**src/rtl/dac_src_pkg.sv**
```systemverilog
package dac_src_pkg;

  localparam int unsigned SEL_W = 4;

  localparam logic [SEL_W-1:0] CODE_STREAM = 4'h2;
  localparam logic [SEL_W-1:0] CODE_LOOP   = 4'h8;
  localparam logic [SEL_W-1:0] CODE_RAMP   = 4'hB;

  typedef enum logic [1:0] {
    SRC_STREAM = 2'd0,
    SRC_LOOP   = 2'd1,
    SRC_RAMP   = 2'd2
  } src_e;

  function automatic src_e decode_sel(input logic [SEL_W-1:0] code);
    src_e s;
    case (code)
      CODE_LOOP: s = SRC_LOOP;
      CODE_RAMP: s = SRC_RAMP;
      default:   s = SRC_STREAM;
    endcase
    return s;
  endfunction

endpackage

```
**src/rtl/dac_src_decode.sv**
```systemverilog
module dac_src_decode
  import dac_src_pkg::*;
#(
  parameter int unsigned NUM_CH = 2
) (
  input  logic [NUM_CH*SEL_W-1:0] sel,
  output logic [NUM_CH-1:0]       use_stream,
  output logic [NUM_CH-1:0]       use_loop,
  output logic [NUM_CH-1:0]       use_ramp
);

  for (genvar i = 0; i < NUM_CH; i++) begin : g_ch
    src_e src;
    always_comb begin
      src           = decode_sel(sel[i*SEL_W +: SEL_W]);
      use_stream[i] = (src == SRC_STREAM);
      use_loop[i]   = (src == SRC_LOOP);
      use_ramp[i]   = (src == SRC_RAMP);
    end
  end

endmodule

```
**src/rtl/dac_ramp_gen.sv**
```systemverilog
module dac_ramp_gen #(
  parameter int unsigned W = 16
) (
  input  logic         clk,
  input  logic         rst_n,
  input  logic         step,
  output logic [W-1:0] ramp_q
);

  logic [W-1:0] ramp_d;

  always_comb begin
    ramp_d = ramp_q;
    if (step) ramp_d = ramp_q + 1'b1;
  end

  always_ff @(posedge clk or negedge rst_n) begin
    if (!rst_n) ramp_q <= '0;
    else        ramp_q <= ramp_d;
  end

endmodule

```
**src/rtl/dac_sync_ctrl.sv**
```systemverilog
module dac_sync_ctrl #(
  parameter bit EXT_SYNC_EN = 1'b1,
  parameter bit SEC_GATE_EN = 1'b1
) (
  input  logic clk,
  input  logic rst_n,
  input  logic arm_set,
  input  logic sync_in,
  input  logic sec_valid,
  output logic armed_q,
  output logic start_q
);

  logic arm_req;
  logic gate_ok;
  logic start_evt;
  logic armed_d;
  logic start_d;

  always_comb begin
    arm_req   = EXT_SYNC_EN ? arm_set : 1'b0;
    gate_ok   = SEC_GATE_EN ? sec_valid : 1'b1;
    start_evt = armed_q & sync_in & gate_ok;
    armed_d   = armed_q;
    if (start_evt)    armed_d = 1'b0;
    else if (arm_req) armed_d = 1'b1;
    start_d   = start_evt;
  end

  always_ff @(posedge clk or negedge rst_n) begin
    if (!rst_n) begin
      armed_q <= 1'b0;
      start_q <= 1'b0;
    end else begin
      armed_q <= armed_d;
      start_q <= start_d;
    end
  end

endmodule

```
**src/rtl/dac_chan_out.sv**
```systemverilog
module dac_chan_out #(
  parameter int unsigned W = 16
) (
  input  logic         clk,
  input  logic         rst_n,
  input  logic         load,
  input  logic         clear,
  input  logic         use_loop,
  input  logic         use_ramp,
  input  logic [W-1:0] stream_half,
  input  logic [W-1:0] loop_data,
  input  logic [W-1:0] ramp_val,
  output logic [W-1:0] data_q
);

  logic [W-1:0] pick;
  logic [W-1:0] data_d;

  always_comb begin
    if (use_ramp)      pick = ramp_val;
    else if (use_loop) pick = loop_data;
    else               pick = stream_half;
    data_d = data_q;
    if (clear)     data_d = '0;
    else if (load) data_d = pick;
  end

  always_ff @(posedge clk or negedge rst_n) begin
    if (!rst_n) data_q <= '0;
    else        data_q <= data_d;
  end

endmodule

```
**src/rtl/dac_src_select.sv**
```systemverilog
module dac_src_select
  import dac_src_pkg::*;
#(
  parameter int unsigned W           = 16,
  parameter bit          EXT_SYNC_EN = 1'b1,
  parameter bit          SEC_GATE_EN = 1'b1
) (
  input  logic               clk,
  input  logic               rst_n,
  input  logic [2*SEL_W-1:0] chan_sel,
  input  logic [2*W-1:0]     stream_word,
  input  logic               stream_valid,
  output logic               stream_ready,
  input  logic [W-1:0]       loop_a,
  input  logic               loop_a_valid,
  input  logic [W-1:0]       loop_b,
  input  logic               loop_b_valid,
  input  logic               stream2_valid,
  input  logic               sync_arm_set,
  input  logic               sync_in,
  output logic               sync_armed,
  output logic               peer_start,
  input  logic               tx_ready,
  output logic               sample_valid,
  output logic [W-1:0]       ch0_data,
  output logic [W-1:0]       ch1_data
);

  localparam int unsigned NUM_CH = 2;

  logic [NUM_CH-1:0] use_stream;
  logic [NUM_CH-1:0] use_loop;
  logic [NUM_CH-1:0] use_ramp;
  logic [NUM_CH-1:0] loop_v;
  logic [W-1:0]      loop_d [NUM_CH];
  logic [W-1:0]      ch_q   [NUM_CH];
  logic [W-1:0]      ramp_q;
  logic              armed;
  logic              need_stream;
  logic              loop_ok;
  logic              issue;
  logic              valid_d;

  dac_src_decode #(.NUM_CH(NUM_CH)) u_decode (
    .sel        (chan_sel),
    .use_stream (use_stream),
    .use_loop   (use_loop),
    .use_ramp   (use_ramp)
  );

  dac_sync_ctrl #(.EXT_SYNC_EN(EXT_SYNC_EN), .SEC_GATE_EN(SEC_GATE_EN)) u_sync (
    .clk       (clk),
    .rst_n     (rst_n),
    .arm_set   (sync_arm_set),
    .sync_in   (sync_in),
    .sec_valid (stream2_valid),
    .armed_q   (armed),
    .start_q   (peer_start)
  );

  dac_ramp_gen #(.W(W)) u_ramp (
    .clk    (clk),
    .rst_n  (rst_n),
    .step   (issue),
    .ramp_q (ramp_q)
  );

  always_comb begin
    loop_v      = {loop_b_valid, loop_a_valid};
    loop_d[0]   = loop_a;
    loop_d[1]   = loop_b;
    need_stream = |use_stream;
    loop_ok     = &(~use_loop | loop_v);
    stream_ready = tx_ready & ~armed & need_stream & loop_ok;
    issue        = tx_ready & ~armed & loop_ok & (~need_stream | stream_valid);
    valid_d      = issue;
  end

  for (genvar i = 0; i < NUM_CH; i++) begin : g_out
    dac_chan_out #(.W(W)) u_chan (
      .clk         (clk),
      .rst_n       (rst_n),
      .load        (issue),
      .clear       (armed),
      .use_loop    (use_loop[i]),
      .use_ramp    (use_ramp[i]),
      .stream_half (stream_word[i*W +: W]),
      .loop_data   (loop_d[i]),
      .ramp_val    (ramp_q),
      .data_q      (ch_q[i])
    );
  end

  always_ff @(posedge clk or negedge rst_n) begin
    if (!rst_n) sample_valid <= 1'b0;
    else        sample_valid <= valid_d;
  end

  assign sync_armed = armed;
  assign ch0_data   = ch_q[0];
  assign ch1_data   = ch_q[1];

endmodule

```
**config.mk**
```make
export PLATFORM = sky130hd
export DESIGN_NAME = dac_src_select
export DESIGN_NICKNAME = d
export VERILOG_FILES = /design/src/rtl/dac_src_pkg.sv /design/src/rtl/dac_src_decode.sv /design/src/rtl/dac_ramp_gen.sv /design/src/rtl/dac_sync_ctrl.sv /design/src/rtl/dac_chan_out.sv /design/src/rtl/dac_src_select.sv
export SDC_FILE = /design/constraint.sdc
export NUM_CORES = 1
export LEC_CHECK = 0
export ABC_CLOCK_PERIOD_IN_PS = 3500
export BUFFER_PORTS_ARGS = -buffer_cell sky130_fd_sc_hd__buf_2
export CAP_MARGIN = 10
export CORE_MARGIN = 10
export CORE_UTILIZATION = 50
export DETAILED_ROUTE_END_ITERATION = 8
export GPL_ROUTABILITY_DRIVEN = 0
export PLACE_DENSITY = 0.86
export SETUP_SLACK_MARGIN = 0.4
export SYNTH_ARGS = -nofsm -noshare
export SYNTH_HDL_FRONTEND = slang
export SYNTH_SLANG_ARGS = --single-unit
```
**constraint.sdc**
```tcl
create_clock -name clk -period 3.5 [get_ports clk]
set_clock_uncertainty 0.15 [all_clocks]
set_input_delay 0 -clock clk [delete_from_list [all_inputs] [get_ports clk]]
set_output_delay 0 -clock clk [all_outputs]
set_load 0.02 [all_outputs]
```
; Word level (Yosys, flattened, before mapping)
; Index checks and enable logic that the tools add are counted.
[word_totals]
register_bits = 51
in_bits = 81
output_inout_bits = 36
word_cells = 45
[classes]
add_sub_neg = 1
eq_ne = 8
n_mux = 12
n_bitwise = 12
n_reduce_logical = 6
[ops]
columns = cell, n
row1 = $mux 16, 8
row2 = $add 16x1->16 const B, 1
row3 = $eq 4x4->1 const B, 4
row4 = $pmux 2 s2, 2
row5 = $and 1x1->1, 7
row6 = $eq 2x1->1 const B, 2
row7 = $eq 2x2->1 const B, 2
row8 = $logic_not 2->1, 2
row9 = $reduce_bool 2->1, 2
row10 = $mux 1, 2
row11 = $not 1->1, 2
row12 = $not 2->2, 1
row13 = $or 2x2->2, 1
row14 = $reduce_and 2->1, 1
row15 = $reduce_or 2->1, 1
row16 = $or 1x1->1, 1

; Logic depth before layout (Yosys ltp)
[depth]
word_depth = 10
mapped_depth = 9
depth_no_buf = 6

; By module
; A second synthesis with hierarchy kept.
[hier_totals]
hier_cells = 225
area_unflattened_um2 = 2969.1
[by_module_without_submodules]
columns = module, instances, cells_per_inst, area_per_inst_um2, seq_area_each_um2
row1 = dac_chan_out, 2, 74, 1024.7, 400.4
row2 = dac_ramp_gen, 1, 56, 695.7, 400.4
row3 = dac_src_decode, 1, 8, 82.6, 0.0
row4 = dac_sync_ctrl, 1, 5, 71.3, 50.0
row5 = dac_src_select, 1, 8, 70.1, 25.0

; Worst setup path after synthesis
; OpenSTA, ideal clock, no wires.
[synth_timing]
path_kind = flip-flop to flip-flop
startpoint = register u_sync.armed_q
endpoint = register u_ramp.ramp_q[14]
setup_ps = 123
arrival_ps = 1822
required_ps = 3227
path_slack_ps = 1405
path_stages_with_launch = 10
path_buffers = 3
period_less_slack_ps = 2095
cell_sequence = dfrtp_1 > clkbuf_1 > nand2b_1 > a221o_1 > or2_1 > buf_6 > inv_6 > buf_6 > nand4_1 > xnor2_1
[synth_via]
elab_chain_len = 4
[synth_lines]
columns = element, line
row1 = from (decl), dac_sync_ctrl.sv:10  ; output logic armed_q,
row2 = from (signal assigned), dac_sync_ctrl.sv:35  ; armed_q <= armed_d;
row3 = $not 1->1, dac_src_select.sv:75  ; issue = tx_ready & ~armed & loop_ok & (~need_stream | stream_valid);
row4 = $and 1x1->1 (3 in series), dac_src_select.sv:75
row5 = to (signal assigned), dac_ramp_gen.sv:19  ; else ramp_q <= ramp_d;
row6 = to (decl), dac_ramp_gen.sv:7  ; output logic [W-1:0] ramp_q
; No other way between the ends.
; A chain may end at the register's enable or synchronous reset.

; Worst setup path after layout
[layout_timing]
startpoint = register u_sync.armed_q
endpoint = register u_ramp.ramp_q[10]
; Same word-level chain as after synthesis.

==> results.tsv <==
stage	metric	value	unit
outcome	status	finished, final reports clean	
min_path	HP Class	input port to flop	
clock_tree	CTS tree	done	
timing	Final setup viols	0	
routing	metal2 WL	3840	um
worst_setup_path	critical-path maximum fanout	43	
timing	f_max	508	MHz
final_layout	Area growth syn-to-layout	33.4	%
floorplan	die height	94.5	um
routing	antenna-violating nets left	0	
routing	router iterations before antenna repair	4	
routing	highest routed layer	met4	
routing	Post-route DRC	0	
grt	antenna violations before repair	0	
floorplan	die area	8930	um2
grt	GRT Total Usage	0.183	
worst_setup_path	kind of critical path	flop to flop	
floorplan	Die W	94.5	um
routing	met3 WL	875	um
grt	largest net degree at the start of global routing	52	
timing	period utilisation layout	0.562	
grt	number of global-route vias before repair	2767	
logic_synthesis	top cell type's share of synthesized area	0.460	
logic_synthesis	synthesis-stage register bit count	51	
floorplan	I/O pin cnt	117	
clock_tree	clock buffer depth	2	
timing	relative slew slack	0.335	
routing	initial detailed-routing violation count	140	
pwr	VDD IR max	0.000185	V
clock_tree	Sink Count	51	
worst_setup_path	CP Launch Type	flop	
clock_tree	H-tree levels	2	
final_layout	# nets final	505	
logic_synthesis	Distinct cells, synth	24	
routing	met1 WL	3290	um
logic_synthesis	Post-Syn Instances	293	
clock_tree	clk root buf	clkbuf_8	
floorplan	row cnt	27	
timing	final slew viol count	0	
routing	routed vias/inst	5.31	
worst_setup_path	CP Capture Type	flop	
worst_setup_path	Worst EP required	3540	ps
timing	RSZ-0062 raised after global routing	no	
logic_synthesis	Synth Net Count	375	
clock_tree	clk_lat worst skew	300	ps
place	pre-CTS WS	1410	ps
routing	routed len/inst	16.5	um
grt	first-pass GRT wire length	13400	um
routing	drt total wl	8170	um
floorplan	Starting Density	0.510	
logic_synthesis	Ys Warns	0	
timing	clock period minus worst slack	1970	ps
flow_run	Max-Cap Viols	0	
timing	setup tns final	0	ps
place	hpwl dp	5960	um
logic_synthesis	Synth area leaders	dfrtp_1 (46%), mux2i_1 (12%), nand2_1 (10%), o211ai_1 (8.7%), a21oi_1 (5.8%)	
final_layout	fraction of layout cells with a size suffix above 1	0.316	
place	IO buf count	116	
pwr	leakage power	0.00179	uW
logic_synthesis	mean post-synth cell area	9.47	um2
routing	via count	2634	
timing	worst setup margin	1530	ps
logic_synthesis	Yosys top cell by area	dfrtp_1	
worst_setup_path	critical path arrival	2000	ps
grt	total global routing overflow	0	
pwr	Power Dens Cells	341	nW/um2
logic_synthesis	Post-Syn Area	2770	um2
clock_tree	clk slew on worst S/H paths	80	ps
final_layout	ANT cells	0	
floorplan	Core Box Area	5440	um2
timing	Tightest Pin Transition	992	ps
timing	Final Hold Vio Count	0	
clock_tree	CTS buffer count	5	
clock_tree	post-CTS sizing	0	
logic_synthesis	sequential fraction of the synthesis area	0.460	
==> what timing repair did <==
action	4_1_cts	5_1_grt
hold endpoints to repair	61	0
hold buffers	21	0
setup buffers	0	0
==> cell families (layout without fill, tap and decap cells) <==
| kind of cell | Yosys count | after routing | synth area share |
|---|---|---|---|
| AO/OA/AOI/OAI | 67 | 67 | 0.152 |
| XOR/XNOR | 17 | 17 | 0.0537 |
| flip-flops | 51 | 51 | 0.460 |
| multiplexers | 32 | 32 | 0.115 |
| buffers and inverters | 26 | 157 | 0.0559 |
| adder cells (fa/ha/maj) | 1 | 1 | 0.00451 |
| AND/OR/NAND/NOR | 99 | 99 | 0.158 |
==> worst paths after layout <==
path	start	end	slack (ps)	cells past startpoint
max	u_sync.armed_q$_DFFE_PN0P_	u_ramp.ramp_q[10]$_DFFE_PN0P_	1530	6
min	stream_word[30]	g_out[1].u_chan.data_q[14]$_DFFE_PN0P_	2	5
max reg2reg	u_sync.armed_q$_DFFE_PN0P_	u_ramp.ramp_q[10]$_DFFE_PN0P_	1530	6
min reg2reg	u_ramp.ramp_q[15]$_DFFE_PN0P_	u_ramp.ramp_q[15]$_DFFE_PN0P_	370	1
max in group asynchronous	rst_n	u_ramp.ramp_q[10]$_DFFE_PN0P_	2590	3
min in group asynchronous	rst_n	g_out[1].u_chan.data_q[4]$_DFFE_PN0P_	190	3
==> stage by stage <==
step	power (uW)	hold WS, ps	area (um2)	utilization	instances
floorplan	782	-446	2770	-	293
global placement	873	-9.22	3370	0.620	466
detailed placement	882	-5.47	3370	0.620	466
CTS	1270	0.974	3680	0.677	495
global route	1320	28.5	3700	0.680	496
finish	1260	1.81	3700	0.680	496
==> registers in the layout, indices dropped and copies added (netlist names) <==
signal / count
g_out.u_chan.data_q: 32
sample_valid: 1
u_sync.armed_q: 1
u_sync.start_q: 1
u_ramp.ramp_q: 16
==> synthesized netlist by cell type, drive strengths merged <==
cell type,instances
nand2,75
dfrtp,51
a21oi,32
mux2i,32
o211ai,32
xnor2,17
buf,12
clkbuf,10
nand4,7
and3,6
inv,4
a31oi,2
nand4b,2
nor2,2
nor4b,2
a221o,1
ha,1
nand2b,1
nand3,1
nor3,1
nor4bb,1
or2,1
==> final cells by class <==
cell class / count / area [um2]
Clock buffer: 8 / 100
Fill cell: 432 / 1740
Inverter: 4 / 20.0
Multi-Input combinational cell: 216 / 1360
Sequential cell: 51 / 1280
Tap cell: 72 / 90.1
Timing Repair Buffer: 145 / 858
==> critical path: stages, from the launching register on <==
cell and delay [ps]:
dfrtp_1 390, nand2b_1 140, a221o_1 290, or2_1 300, inv_6 260, nand4_1 170, xnor2_1 150
==> report_power, final <==
group / switching [uW] / internal, uW
clock: 181 / 181
combinational: 124 / 111
sequential: 45.0 / 619
total: 351 / 911
==> cells in the final DEF (no fill, tap or decap), types with 2 or more instances in the layout <==
master	count
buf_2	116
nand2_1	75
dfrtp_1	51
mux2i_1	32
o211ai_1	32
a21oi_1	32
dlygate4sd3_1	21
xnor2_1	17
nand4_1	7
clkbuf_8	7
buf_4	7
and3_1	6
inv_1	3
nor4b_2	2
a31oi_1	2
nand4b_1	2
nor2_1	2
==> metal layers <==
layer / track usage / up-vias
li1: - / 1293
met1: 0.224 / 1213
met2: 0.288 / 115
met3: 0.0690 / 13
met4: 0.0686 / 0
met5: 0 / -
(Power assumes the default switching activity.)
